**src/rtl/pkr_pkg.sv**
```systemverilog
// Package: shared types and helpers for the long-word packer.
// Assumes a long word of exactly four lanes.
package pkr_pkg;

    localparam int LANES = 4;

    typedef enum logic [1:0] {
        SZ_LONG     = 2'b00,
        SZ_WORD     = 2'b01,
        SZ_BYTE     = 2'b10,
        SZ_LONG_ALT = 2'b11
    } size_e;

    // Fold the two long-word codes into one.
    function automatic size_e norm_size(input logic [1:0] code);
        return (code == SZ_LONG_ALT) ? SZ_LONG : size_e'(code);
    endfunction

    // Lanes carried by one piece.
    function automatic int lanes_per_piece(input size_e sz);
        case (sz)
            SZ_WORD: return 2;
            SZ_BYTE: return 1;
            default: return LANES;
        endcase
    endfunction

    // Slot index of the final piece of a long word.
    function automatic logic [1:0] final_slot(input size_e sz);
        case (sz)
            SZ_WORD: return 2'd1;
            SZ_BYTE: return 2'd3;
            default: return 2'd0;
        endcase
    endfunction

endpackage

```
**src/rtl/pkr_ctrl.sv**
```systemverilog
// Module: pkr_ctrl
// Registers the size and endian selects, tracks which piece of the current
// long word is being written, and holds the byte-order mode chosen on the
// first piece. Assumes size_sel / big_end are stable around the clock edge.
module pkr_ctrl
    import pkr_pkg::*;
(
    input  logic       clk,
    input  logic       rst_n,
    input  logic       wr_en,
    input  logic [1:0] size_sel,
    input  logic       big_end,
    input  logic [1:0] swap_sel,
    output size_e      size_now,
    output logic       be_now,
    output logic [1:0] slot,
    output logic       first,
    output logic       last,
    output logic [1:0] swap_now
);

    size_e      size_q;
    size_e      prev_size;
    logic       be_q;
    logic [1:0] cnt;
    logic [1:0] swap_q;

    // Capture the selects every edge; they apply from the next edge on.
    always_ff @(posedge clk) begin
        if (!rst_n) begin
            size_q <= SZ_LONG;
            be_q   <= 1'b0;
        end else begin
            size_q <= norm_size(size_sel);
            be_q   <= big_end;
        end
    end

    // Work out the slot of this write, restarting on a size change.
    always_comb begin
        slot     = (size_q != prev_size) ? 2'd0 : cnt;
        first    = (slot == 2'd0);
        last     = (slot == final_slot(size_q));
        swap_now = first ? swap_sel : swap_q;
    end

    // Advance the piece counter and latch the mode on a first piece.
    always_ff @(posedge clk) begin
        if (!rst_n) begin
            cnt       <= 2'd0;
            prev_size <= SZ_LONG;
            swap_q    <= 2'd0;
        end else if (wr_en) begin
            prev_size <= size_q;
            cnt       <= last ? 2'd0 : slot + 2'd1;
            if (first) swap_q <= swap_sel;
        end
    end

    assign size_now = size_q;
    assign be_now   = be_q;

    a_r7_size_registered: assert property (@(posedge clk) disable iff (!rst_n)
        1'b1 |=> size_q == norm_size($past(size_sel)));

    a_r4_restart_on_size: assert property (@(posedge clk) disable iff (!rst_n)
        (wr_en && size_q != prev_size && size_q != SZ_LONG) |=> cnt == 2'd1);

    a_r2_word_count_bound: assert property (@(posedge clk) disable iff (!rst_n)
        (prev_size == SZ_WORD) |-> cnt <= 2'd1);

    a_r1_long_count_zero: assert property (@(posedge clk) disable iff (!rst_n)
        (prev_size == SZ_LONG) |-> cnt == 2'd0);

    a_r6_mode_held: assert property (@(posedge clk) disable iff (!rst_n)
        (wr_en && !first) |=> $stable(swap_q));

endmodule

```
**src/rtl/pkr_gather.sv**
```systemverilog
// Module: pkr_gather
// Places the incoming piece into its lanes of the long word and keeps the
// lanes already written in holding registers. The combined word is valid in
// the same cycle as the write. Assumes slot is within range for the size.
module pkr_gather
    import pkr_pkg::*;
#(
    parameter  int BYTE_W = 9,
    localparam int WORD_W = LANES * BYTE_W
) (
    input  logic              clk,
    input  logic              rst_n,
    input  logic              wr_en,
    input  logic [WORD_W-1:0] wr_data,
    input  size_e             size_now,
    input  logic              be_now,
    input  logic [1:0]        slot,
    output logic [WORD_W-1:0] word_out
);

    logic [BYTE_W-1:0] in_b [LANES];

    for (genvar j = 0; j < LANES; j++) begin : g_lane
        logic [BYTE_W-1:0] lane_v;
        logic [BYTE_W-1:0] hold_v;

        assign in_b[j] = wr_data[j*BYTE_W +: BYTE_W];

        // Pick this lane from the bus if the piece covers it, else keep it.
        always_comb begin
            int n;
            int base;
            int src;
            n = lanes_per_piece(size_now);
            if (be_now) begin
                base = LANES - n * (int'(slot) + 1);
                src  = j + n * int'(slot);
            end else begin
                base = n * int'(slot);
                src  = j - n * int'(slot);
            end
            if (j >= base && j < base + n) lane_v = in_b[src[1:0]];
            else                           lane_v = hold_v;
        end

        // Remember every lane written so far.
        always_ff @(posedge clk) begin
            if (!rst_n)     hold_v <= '0;
            else if (wr_en) hold_v <= lane_v;
        end

        assign word_out[j*BYTE_W +: BYTE_W] = lane_v;
    end

endmodule

```
**src/rtl/pkr_swap.sv**
```systemverilog
// Module: pkr_swap
// Reorders whole lanes of a long word by one of four modes. Bit order
// inside a lane is kept. Purely combinational.
module pkr_swap
    import pkr_pkg::*;
#(
    parameter  int BYTE_W = 9,
    localparam int WORD_W = LANES * BYTE_W
) (
    input  logic [1:0]        mode,
    input  logic [WORD_W-1:0] word_in,
    output logic [WORD_W-1:0] word_out
);

    logic [1:0] mask;

    // Map the mode to the lane-index mask: none, full reverse, halves, pairs.
    always_comb begin
        case (mode)
            2'b01:   mask = 2'b11;
            2'b10:   mask = 2'b10;
            2'b11:   mask = 2'b01;
            default: mask = 2'b00;
        endcase
    end

    for (genvar j = 0; j < LANES; j++) begin : g_out
        logic [1:0] src;
        assign src = 2'(j) ^ mask;
        assign word_out[j*BYTE_W +: BYTE_W] = word_in[int'(src)*BYTE_W +: BYTE_W];
    end

endmodule

```
**src/rtl/long_word_packer.sv**
```systemverilog
// Module: long_word_packer (top)
// Gathers 36/18/9-bit writes into long words, reorders the finished long
// word and raises push in the cycle of the final piece, so the FIFO captures
// it on that same edge. Assumes the FIFO accepts push whenever it is raised.
module long_word_packer
    import pkr_pkg::*;
#(
    parameter  int BYTE_W = 9,
    localparam int WORD_W = LANES * BYTE_W
) (
    input  logic              clk,
    input  logic              rst_n,
    input  logic              wr_en,
    input  logic [WORD_W-1:0] wr_data,
    input  logic [1:0]        size_sel,
    input  logic              big_end,
    input  logic [1:0]        swap_sel,
    output logic              push,
    output logic [WORD_W-1:0] push_data
);

    size_e             size_now;
    logic              be_now;
    logic [1:0]        slot;
    logic              first;
    logic              last;
    logic [1:0]        swap_now;
    logic [WORD_W-1:0] gathered;

    pkr_ctrl u_ctrl (
        .clk      (clk),
        .rst_n    (rst_n),
        .wr_en    (wr_en),
        .size_sel (size_sel),
        .big_end  (big_end),
        .swap_sel (swap_sel),
        .size_now (size_now),
        .be_now   (be_now),
        .slot     (slot),
        .first    (first),
        .last     (last),
        .swap_now (swap_now)
    );

    pkr_gather #(.BYTE_W(BYTE_W)) u_gather (
        .clk      (clk),
        .rst_n    (rst_n),
        .wr_en    (wr_en),
        .wr_data  (wr_data),
        .size_now (size_now),
        .be_now   (be_now),
        .slot     (slot),
        .word_out (gathered)
    );

    pkr_swap #(.BYTE_W(BYTE_W)) u_swap (
        .mode     (swap_now),
        .word_in  (gathered),
        .word_out (push_data)
    );

    // Push when the piece that completes the long word is written.
    assign push = wr_en & last;

    a_r1_long_every_write: assert property (@(posedge clk) disable iff (!rst_n)
        (wr_en && size_now == SZ_LONG) |-> push);

    a_r5_bits_preserved: assert property (@(posedge clk) disable iff (!rst_n)
        push |-> $countones(push_data) == $countones(gathered));

    a_r8_push_needs_write: assert property (@(posedge clk) disable iff (!rst_n)
        !wr_en |-> !push);

endmodule

```
**config.mk**
```make
export PLATFORM = sky130hd
export DESIGN_NAME = long_word_packer
export DESIGN_NICKNAME = d
export VERILOG_FILES = /design/src/rtl/pkr_pkg.sv /design/src/rtl/pkr_ctrl.sv /design/src/rtl/pkr_gather.sv /design/src/rtl/pkr_swap.sv /design/src/rtl/long_word_packer.sv
export SDC_FILE = /design/constraint.sdc
export NUM_CORES = 1
export LEC_CHECK = 0
export BUFFER_PORTS_ARGS = -buffer_cell sky130_fd_sc_hd__buf_2
export CAP_MARGIN = 10
export CORE_MARGIN = 1
export CORE_UTILIZATION = 41
export DETAILED_ROUTE_END_ITERATION = 6
export GPL_ROUTABILITY_DRIVEN = 0
export GPL_TIMING_DRIVEN = 0
export PLACE_DENSITY_LB_ADDON = 0.05
export REMOVE_ABC_BUFFERS = 1
export SYNTH_ARGS = -nofsm -noshare
export SYNTH_HDL_FRONTEND = slang
export SYNTH_SLANG_ARGS = --single-unit
```
**constraint.sdc**
```tcl
create_clock -name clk -period 7.65 [get_ports clk]
set_clock_uncertainty 0.15 [all_clocks]
set_input_delay 0.3825 -clock clk [delete_from_list [all_inputs] [get_ports clk]]
set_output_delay 0.3825 -clock clk [all_outputs]
set_load 0.01 [all_outputs]
```
==> metrics.txt <==
status finished clean; diode count 0; number of CTS-inserted buffers 5; PwrDens ~200 mW/mm^2; Core Region between 0.015 and 0.02 sq mm; Worst-Margin Slew about 1200 ps; Critical Setup Path Class reg -> out; placed cells around 1200; Ys Warns 0; DR pass1 iterations 6; Routed Antenna Nets 0; total grt overflow 0; initial antenna violation count 0; Total GRT Usage about a third; Setup crit end push_data[9]; worst r2r dst u_gather.g_lane[0].hold_v[2]; crit path max fanout 27; Top Metal Used met4; Vert. Die Dim 132 um; largest net degree at the start of global routing 59; pins over their slew limit 0; Startpoint Class flop; Max Cap Viol 0; number of core rows 47; Met1 Wirelength about 12000 um; placed cell areas 0.00749 sq mm; CTS Hold Bufs 0; worst IR drop on VDD just over 90 uV; CTS clk-pin slew, worst paths 70 ps; R2R setup slack slightly below 800 ps; area of the multi-input gates just under 0.006 sq mm; register bit total from synthesis 45; Total Wirelength between 20000 and 30000 um; min-delay src size_sel[1]; Hold WC Path Type in -> reg; # port buffers 80; Final Instance Area 0.00791 sq mm; metal3 WL approximately 2600 um; Cells after Synth ~950; post-DR vias/cell just under 7; CTS root buf clkbuf_16; Min Clock Period, post-route approximately 7300 ps; Worst R2R Path Depth 25; worst r2r src u_ctrl.size_now[0]; FF/Latch Area 905 sq um; Die W around 130 um; DP HPWL 19400 um; Starting Density between 40% and 50%; worst skew pair latency around 310 ps; non-filler cells, final roughly 1200; global-route wire length before repair 44200 um; final hold viol count 0; Seq/Total Area, Yosys around an eighth; fmax around 140 MHz; Clock Path Buffers 2; arrival time worst endpoint a little under 7000 ps; drt first-iter violations just over 1000; worst setup path start u_ctrl.size_now[0]; met2 WL post-DR between 10000 and 15000 um; Die ar. between 0.015 and 0.02 sq mm; share of post-route cells with drive strength above 1 ~18%; DR DRC count 0; Post-synth top flop dfxtp_1; Leakage 3.16 nW; Netlist cell types between 80 and 90; worst endpoint required time between 7000 and 8000 ps; RSZ-0062 raised after global routing false; vias approximately 8000; clk sinks 45; final core utilization 47.9%; Max-slew headroom a little over a fifth; CP Capture Type output port; TritonCTS clock tree yes; Hold Slack about 75 ps; final setup vio count 0; synthesized area roughly 0.007 sq mm; syn avg cell area roughly 7.3 sq um; final net count approximately 1000; Routed wire per std cell around 24 um; IO Count approximately 80; number of global-route vias before repair ~7500; fillcell total 1686; async set or reset register ratio after synthesis 0%; number of H-tree levels 2; Area Growth Syn to Fin 14.8%; Post-synth EDFFs 0; final worst-path cycle share 96.1%
==> through the flow <==
stage / setup slack, ps / setup TNS, ps / power, mW
finish: 301 / 0 / 1.54
floorplan: 57.2 / 0 / 0.847
CTS: 18.9 / 0 / 1.50
global placement: -2070 / -107010 / 1.17
detailed placement: -788 / -11900 / 1.20
global route: 10.6 / 0 / 1.61
==> cell type report <==
type | count | area share (%)
Clock inverter | 2 | 0.174
Inverter | 25 | 1.19
Tap cell | 220 | 3.48
Multi-Input combinational cell | 793 | 73.5
Timing Repair Buffer | 101 | 8.49
Clock buffer | 6 | 1.76
Sequential cell | 45 | 11.4
==> synth_stat cells (7+ instances only) <==
cell,number,area [sq um]
mux2i_1,72,721
a32o_1,13,130
nand4_1,23,144
a221oi_1,20,175
a31oi_1,10,62.6
and2_1,7,43.8
nor2b_1,63,394
ha_1,20,250
nor3_1,13,65.1
a221o_1,7,70.1
a211oi_1,43,323
nand3_1,48,240
o2111ai_1,8,70.1
inv_1,24,90.1
clkbuf_1,48,180
a22o_1,8,70.1
a32oi_1,10,87.6
buf_2,18,90.1
o21ai_0,21,105
a21boi_1,8,60.1
dfxtp_1,45,901
mux2_2,8,90.1
and3_1,27,169
a21oi_1,65,325
a22oi_1,25,188
a21boi_0,8,60.1
o211ai_1,17,128
nand2_1,85,319
buf_1,14,52.6
nor2_1,44,165
a21o_1,7,52.6
==> placed cells by master, fill, tap and decap left out, types with 9 or more instances in the layout <==
cell | netlist | routed
a32o_1 | 13 | 12
buf_2 | 18 | 81
a22oi_1 | 25 | 25
nand3_1 | 48 | 48
nor2b_1 | 63 | 63
a211oi_1 | 43 | 41
a31oi_1 | 10 | 9
o211ai_1 | 17 | 17
buf_4 | 2 | 11
mux2i_1 | 72 | 71
nand4_1 | 23 | 23
nor3_1 | 13 | 11
nor2_1 | 44 | 43
a21oi_1 | 65 | 62
inv_1 | 24 | 24
nand2_1 | 85 | 83
o21ai_0 | 21 | 21
ha_1 | 20 | 16
a221oi_1 | 20 | 19
a32oi_1 | 10 | 10
and3_1 | 27 | 26
dfxtp_1 | 45 | 42
==> cell families after synthesis <==
kind of cell | Yosys count | synth area share (%)
mux | 83 | 12.5
fa+ha+maj | 24 | 4.79
flops | 45 | 13.1
simple gates | 344 | 26.3
xor+xnor | 10 | 1.38
compound gates | 330 | 35.4
buf+inv | 109 | 6.59
==> how the worst min path moves through the flow <==
stage	end	slack, ps	cells past startpoint
2_1_floorplan	u_ctrl.size_now[0]	300	1
3_3_place_gp	u_gather.g_lane[1].hold_v[4]	340	2
3_5_place_dp	u_gather.g_lane[1].hold_v[4]	360	2
4_1_cts	u_ctrl.size_now[0]	70	2
5_1_grt	u_ctrl.size_now[0]	80	2
6_report	u_ctrl.size_now[0]	70	2
==> registers in the layout (all words and copies together), names as in the netlist <==
signal	flops
u_ctrl.prev_size	2
u_ctrl.cnt	2
u_gather.g_lane.hold_v	36
u_ctrl.swap_q	2
u_ctrl.be_now	1
u_ctrl.size_now	2
==> critical path: stages (launching register included) <==
cell,delay (ps)
dfxtp_2,380
xnor2_4,260
and3_4,270
inv_1,130
ha_4,310
nand2_1,50
ha_1,280
inv_1,40
ha_1,270
ha_1,290
inv_1,60
ha_2,190
inv_1,50
fa_1,420
nand2b_2,250
nand2_1,80
ha_1,260
or4_1,590
a221oi_4,330
and3_1,330
a32o_2,710
nand2_1,140
o31ai_2,210
a2111oi_0,240
o211ai_1,180
buf_2,170
==> repair_timing <==
action,CTS,global route
setup endpoints to repair,62,36
buffers inserted,11,0
gates cloned,2,0
gates resized for setup,16,16
pin swaps,5,3
==> power by group <==
part | internal (mW) | switching [mW]
Clock | 0.131 | 0.116
Combinational | 0.354 | 0.640
Sequential | 0.259 | 0.0437
==> per-layer routing <==
metal / track usage, % / up-vias
met5: 0 / -
met4: 19.7 / 0
met3: 6.17 / 111
met2: 51.2 / 479
met1: 41.8 / 3739
li1: - / 3722
Power figures use the tool's default switching activity.
